--- config.mk ---
export PLATFORM = sky130hd
export DESIGN_NAME = i2c_clkgate_ctrl
export DESIGN_NICKNAME = d
export VERILOG_FILES = /design/src/rtl/i2c_clkgate_ctrl.sv
export SDC_FILE = /design/constraint.sdc
export NUM_CORES = 1
export LEC_CHECK = 0
export BUFFER_PORTS_ARGS = -buffer_cell sky130_fd_sc_hd__buf_4
export CORE_MARGIN = 3
export CORE_UTILIZATION = 55
export CTS_BUF_LIST = sky130_fd_sc_hd__clkbuf_8 sky130_fd_sc_hd__clkbuf_16
export DETAILED_ROUTE_END_ITERATION = 10
export PLACE_DENSITY = 0.78
export REMOVE_ABC_BUFFERS = 1
export SKIP_CTS_REPAIR_TIMING = 1
export SYNTH_ARGS = -nofsm -noshare
export SYNTH_HDL_FRONTEND = slang
export SYNTH_SLANG_ARGS = --single-unit
--- constraint.sdc ---
create_clock -name clk -period 3.3 [get_ports clk]
set_input_delay 0.33 -clock clk [delete_from_list [all_inputs] [get_ports clk]]
set_output_delay 0.33 -clock clk [all_outputs]
set_load 0.1 [all_outputs]
--- src/rtl/i2c_clkgate_ctrl.sv ---
module i2c_clkgate_ctrl #(
  parameter logic [6:0] DEV_ADDR = 7'b1101001
) (
  input  logic       clk,
  input  logic       rst_n,
  input  logic       scl_in,
  input  logic       sda_in,
  output logic       sda_drive_low,
  input  logic       oe,
  input  logic       clk_in,
  output logic [9:0] clk_out,
  output logic [9:0] out_en
);

  typedef enum logic [2:0] {ST_IDLE, ST_ADDR, ST_DATA, ST_ACKW, ST_ACK} st_t;

  st_t        state;
  logic [1:0] scl_sy, sda_sy;
  logic       scl_q, sda_q;
  logic [2:0] bitcnt;
  logic [6:0] shreg;
  logic [1:0] idx;
  logic [3:0] en0, en1;
  logic [1:0] en2;
  logic       ack_low;

  wire scl_s    = scl_sy[1];
  wire sda_s    = sda_sy[1];
  wire scl_rise = scl_s & ~scl_q;
  wire scl_fall = ~scl_s & scl_q;
  wire start_c  = scl_s & scl_q & sda_q & ~sda_s;
  wire stop_c   = scl_s & scl_q & ~sda_q & sda_s;
  wire [7:0] byte_in = {shreg, sda_s};

  always_ff @(posedge clk or negedge rst_n) begin
    if (!rst_n) begin
      scl_sy <= 2'b11;
      sda_sy <= 2'b11;
      scl_q  <= 1'b1;
      sda_q  <= 1'b1;
    end else begin
      scl_sy <= {scl_sy[0], scl_in};
      sda_sy <= {sda_sy[0], sda_in};
      scl_q  <= scl_s;
      sda_q  <= sda_s;
    end
  end

  always_ff @(posedge clk or negedge rst_n) begin
    if (!rst_n) begin
      state   <= ST_IDLE;
      bitcnt  <= '0;
      shreg   <= '0;
      idx     <= '0;
      en0     <= '1;
      en1     <= '1;
      en2     <= '1;
      ack_low <= 1'b0;
    end else if (start_c) begin
      state   <= ST_ADDR;
      bitcnt  <= '0;
      idx     <= '0;
      ack_low <= 1'b0;
    end else if (stop_c) begin
      state   <= ST_IDLE;
      ack_low <= 1'b0;
    end else begin
      case (state)
        ST_ADDR, ST_DATA: if (scl_rise) begin
          shreg  <= byte_in[6:0];
          bitcnt <= bitcnt + 3'd1;
          if (bitcnt == 3'd7) begin
            if (state == ST_ADDR) begin
              state <= (byte_in == {DEV_ADDR, 1'b0}) ? ST_ACKW : ST_IDLE;
            end else begin
              state <= ST_ACKW;
              case (idx)
                2'd0:    en0 <= byte_in[3:0];
                2'd1:    en1 <= byte_in[7:4];
                2'd2:    en2 <= byte_in[7:6];
                default: ;
              endcase
              if (idx != 2'd3) idx <= idx + 2'd1;
            end
          end
        end
        ST_ACKW: if (scl_fall) begin
          ack_low <= 1'b1;
          state   <= ST_ACK;
        end
        ST_ACK: if (scl_fall) begin
          ack_low <= 1'b0;
          bitcnt  <= '0;
          state   <= ST_DATA;
        end
        default: ;
      endcase
    end
  end

  wire [9:0] en_map = {en2[1], en2[0], en1, en0};

  assign clk_out       = en_map & {10{clk_in}};
  assign out_en        = {10{oe}};
  assign sda_drive_low = ack_low;

  a_r2_ack_follows_byte: assert property (@(posedge clk) disable iff (!rst_n)
    $rose(ack_low) |-> $past(state == ST_ACKW));

  a_r12_ack_one_clock: assert property (@(posedge clk) disable iff (!rst_n)
    $fell(ack_low) |-> $past(state == ST_ACK));

  a_r3_quiet_when_idle: assert property (@(posedge clk) disable iff (!rst_n)
    (state == ST_IDLE) |-> !ack_low);

  a_r11_load_on_full_byte: assert property (@(posedge clk) disable iff (!rst_n)
    ({en0, en1, en2} != $past({en0, en1, en2})) |->
      $past(state == ST_DATA && bitcnt == 3'd7 && scl_rise));

  a_r8_start_rewinds: assert property (@(posedge clk) disable iff (!rst_n)
    $past(start_c) |-> (idx == 2'd0));

endmodule

Yosys cells after proc, flatten, opt, wreduce, memory -nomap -nowiden:

Index checks and enable logic that the tools add are counted.

* muxes and demuxes: 26
* equality and inequality tests: 17
* $add $sub $neg: 2
* bitwise operators: 15
* reduce and logical (&&, ||, !) cells: 17

Operators by type and width (number)
* 3-bit two-way mux: 10
* 7-bit AND reduction: 3
* 2-bit two-way mux: 9
* 4-bit != test (second input constant): 4
* 10-bit AND: 1
* 3-bit one-hot mux with 3 select lines: 1
* 8-bit equality test (second input constant): 1
* 4-bit AND reduction: 2
* 2-bit nonzero test: 4
* 1-bit AND: 7
* 1-bit NOT: 7
* 3-bit by 2-bit equality test with 1-bit output (second input constant): 2
* 3-bit equality test (second input constant): 2
* 2-bit != test (second input constant): 3
* 3-bit != test (second input constant): 2
* 3-bit one-hot mux with 2 select lines: 1
* 6-bit AND reduction: 1
* 5-bit AND reduction: 1
* 5-bit nonzero test: 1
* 1-bit two-way mux: 4
* 4-bit nonzero test: 1
* 3-bit by 1-bit adder with 3-bit output (second input constant): 1
* 3-bit by 1-bit equality test with 1-bit output (second input constant): 1
* 3-bit AND reduction: 1
* 7 further kinds: 7

* flip-flop bits (word level): 32
* output and inout port bits: 21

Logic depth before layout (Yosys ltp):

* depth in word-level cells: 8
* depth in mapped cells: 6
* mapped depth without buffers: 6

Worst setup path before layout:

Ideal clock, no wire load.

* path kind: flip-flop to flip-flop
* start: register bitcnt[0]
* end: register idx[1]
* slack: 1.718 ns
* stages on the path, launching flop included: 7
* arrival time: 1.508 ns
* clock period less this slack: 1.582 ns
* path buffers: 0
* path through: dfrtp_1 > ha_1 > ha_1 > nand3b_4 > or3_4 > mux2_4 > o21ai_2

* cells in the longest elaborated chain, start to end: 3

Ends and longest elaborated chain
* from (decl): RTL line 20 `logic [2:0] bitcnt;`
* from (signal assigned): RTL line 71 `bitcnt <= bitcnt + 3'd1;`
* 3-bit equality test: RTL line 72 `if (bitcnt == 3'd7) begin`
* 2-bit nonzero test (no line)
* 6-bit AND reduction (no line)
* to (signal assigned): RTL line 83 `if (idx != 2'd3) idx <= idx + 2'd1;`
* to (decl): RTL line 22 `logic [1:0] idx;`

Every way passes these cells.
A chain may end at the register's enable or synchronous reset.

Final worst setup path:

* start: register state[1]
* end: register state[1]

* cells in the longest elaborated chain, start to end: 7
* elaborated cells between the ends (all ways): 17

Ends and longest elaborated chain
* from (decl): RTL line 17 `st_t state;`
* from (signal assigned): RTL line 74 `state <= (byte_in == {DEV_ADDR, 1'b0}) ? ST_ACKW : ST_IDLE;`
* 3-bit by 1-bit equality test with 1-bit output: RTL line 68, 73
* 2-bit two-way mux: RTL line 73 `if (state == ST_ADDR) begin`
* 3-bit two-way mux: RTL line 72
* 3-bit two-way mux: RTL line 69 `ST_ADDR, ST_DATA: if (scl_rise) begin`
* 3-bit one-hot mux with 3 select lines: RTL line 68 `case (state)`
* 3-bit two-way mux: RTL line 64 `end else if (stop_c) begin`
* 3-bit two-way mux: RTL line 59 `end else if (start_c) begin`

Parallel ways exist; a longest one is shown, timed or not. The select of a mux whose other input is x is not followed.

==> flow_summary.toml <==
[timing]
period_share_pct = 54.3
max_freq_mhz = 558
fin_crit_ns = 1.79
finalHoldViolCount = 0
skew_ns = 0.00300
drv_slew = 0
setup_violations = 0
rsz0062_at_grt = "false"
relSlewSlack_pct = 70.4
worstMarginPinSlew_ns = 0.444
tns_ns = 0

[power_and_ir_drop]
p_clk_share_pct = 21.6
power.switching_mw = 0.491
internal-power_mw = 0.869
peakVddDrop_mv = 0.407
p_seq_share_pct = 47.2
power.density_nw_per_um2 = 724
p_comb_share_pct = 31.2
p_leak_nw = 0.867
swShare_pct = 36.1

[layout]
drive_gt1_share_pct = 43.7
final_nets = 162
layout_common_cells = "mux2_2, dfrtp_1, dfstp_2"
fillers = 229
area_growth_pct = 8.53
final_cells = 193
antenna_cells = 0

[min_path]
hold_depth = 1
hp-start = "sda_in"
hold_class = "primary input to flip-flop"

[worst_setup_path]
cp_slowest_cell = "dfrtp_1"
path_cells = "xor2_2 > nand3_4 > o22ai_2 > mux2_2"
timing.rr.start = "state[1]$_DFFE_PN0P_"
crit_family = "flip-flops"
path_depth = 4
worstPathRequired_ns = 3.46
r2r_cells = 4
cp-start-kind = "flip-flop"
reg2reg_slack_ns = 1.51
crit_type = "flip-flop to flip-flop"
cp.arrival_ns = 1.96
worstSetupEndpointType = "flip-flop"
max_stage_delay_ns = 0.61
crit_start = "state[1]$_DFFE_PN0P_"
crit_fanout = 10
crit_buf_inv = 0

[grt]
grt_pass1_vias = 1047
antenna_found_initial = 0
grt.total_usage_pct = 18.2
grt_max_degree = 33
grt_overflow_total = 0
grt_pass1_wl_um = 4950

[clock_tree]
cts_buffer_depth = 2
cts_tree = "done"
clockRootBuffer = "clkbuf_8"
clock_sinks = 32
clkLatencyLatePin_ns = 0.28
clk_pin_slew_worst_paths_ns = 0.06
cts_made_buffers = 5
h-tree-depth = 2

[floorplanning]
die_h_um = 62.1
fp.coreArea_um2 = 2880
start_util_pct = 60.2
die_area_um2 = 3860
die_w_um = 62.1
ioPinCount = 27
rows = 19

[routing]
drc_errors = 0
avgViaCountPerCell = 5.36
wl_per_cell_um = 14.6
drt_iter0_drc = 23
vias = 1035
first_pass_iters = 4
wl_um = 2820
postRouteAntennaNets = 0

[synth]
synth-edff-count = 0
yosysTopAreaCell = "dfstp_2"
avgSynthCellArea_um2 = 12.2
seq_area_frac_synth_pct = 47.4
synthArstFlopShare_pct = 100
yosysUniqueCellTypes = 40
synth_top_flop_cell = "dfstp_2"
synthCells = 142
synth_area_um2 = 1730
netlist.area_leader.share_pct = 24.3
yosysWarnings = 0
ys_seq_elements = 32
synth_area_leaders = "dfstp_2, dfrtp_1, mux2_2"

[placement]
post-dp-hpwl_um = 2000
globalplace.congestion = 0.914
placed_cells = 184
port_buffers = 15

[run]
max_cap_viol_count = 0

[status]
status = "finished clean"
==> kinds of logic (layout without fill, tap and decap cells) <==
group | after synthesis | count (layout) | synth area share, %
simple gates | 41 | 41 | 15.9
flops | 32 | 32 | 47.4
mux | 24 | 24 | 15.8
buf+inv | 20 | 29 | 7.88
compound gates | 17 | 17 | 7.23
fa+ha+maj | 6 | 6 | 4.34
xor+xnor | 2 | 2 | 1.45
==> metal layers <==
metal  wire length [um]  share of wire, %  global-route usage (%)
met5                  0                 0                       0
met4                 47               1.7                    9.09
met3                108               3.8                    5.17
met2               1380                49                    28.4
met1               1290                46                    22.9
==> state kept, by name (all words and copies together), names as in the netlist <==
register       flops
scl_sy             2
en0                4
sda_sy             2
en2                2
state              3
sda_drive_low      1
bitcnt             3
idx                2
sda_q              1
en1                4
scl_q              1
shreg              7
==> cell type report <==
type,instances,area [um^2],share of cell area [%]
timing repair buffer,16,123,6.53
tap,42,52.6,2.80
multi-input combinational,90,773,41.2
inverter,5,18.8,0.999
sequential,32,821,43.7
clock buffer,6,82.6,4.40
clock inverter,2,7.51,0.400
==> final timing paths <==
kind,to
max,state[1]$_DFFE_PN0P_
min,sda_sy[0]$_DFF_PN1_
max in group asynchronous,sda_q$_DFF_PN1_
max reg2reg,state[1]$_DFFE_PN0P_
min reg2reg,scl_sy[1]$_DFF_PN1_
min in group asynchronous,shreg[3]$_DFFE_PN0P_
==> cells in the mapped netlist, types with 2 or more instances <==
| cell | count |
|---|---|
| dfrtp_1 | 16 |
| dfstp_2 | 16 |
| mux2_2 | 16 |
| nand2_1 | 13 |
| buf_4 | 12 |
| and2_1 | 10 |
| ha_1 | 6 |
| o21ai_0 | 5 |
| inv_1 | 4 |
| mux2i_1 | 4 |
| a31oi_1 | 3 |
| nor2_1 | 3 |
| a22o_1 | 2 |
| buf_6 | 2 |
| mux2_1 | 2 |
| mux2_4 | 2 |
| nor2b_1 | 2 |
| nor3_1 | 2 |
==> power groups by stage <==
| stage | Combinational (mW) | Sequential, mW | Clock [mW] |
|---|---|---|---|
| 2_1_floorplan | 0.313 | 0.638 | 0 |
| 3_5_place_dp | 0.423 | 0.647 | 0 |
| 4_1_cts | 0.427 | 0.640 | 0.304 |
| 3_3_place_gp | 0.409 | 0.637 | 0 |
| 5_1_grt | 0.471 | 0.662 | 0.325 |
| 6_report | 0.424 | 0.642 | 0.294 |
==> stage by stage <==
| stage | hold WS [ns] | power, mW | setup slack (ns) | instance area [um^2] | util, % |
|---|---|---|---|---|---|
| after floorplan | 0.0344 | 0.951 | 1.71 | 1610 | - |
| after global placement | 0.276 | 1.05 | 1.59 | 1780 | 61.8 |
| after detailed placement | 0.283 | 1.07 | 1.53 | 1780 | 61.8 |
| after CTS | -0.0163 | 1.37 | 1.52 | 1870 | 64.9 |
| after global routing | 0.143 | 1.46 | 1.40 | 1880 | 65.3 |
| final | 0.155 | 1.36 | 1.51 | 1880 | 65.3 |
(Power assumes the default switching activity.)
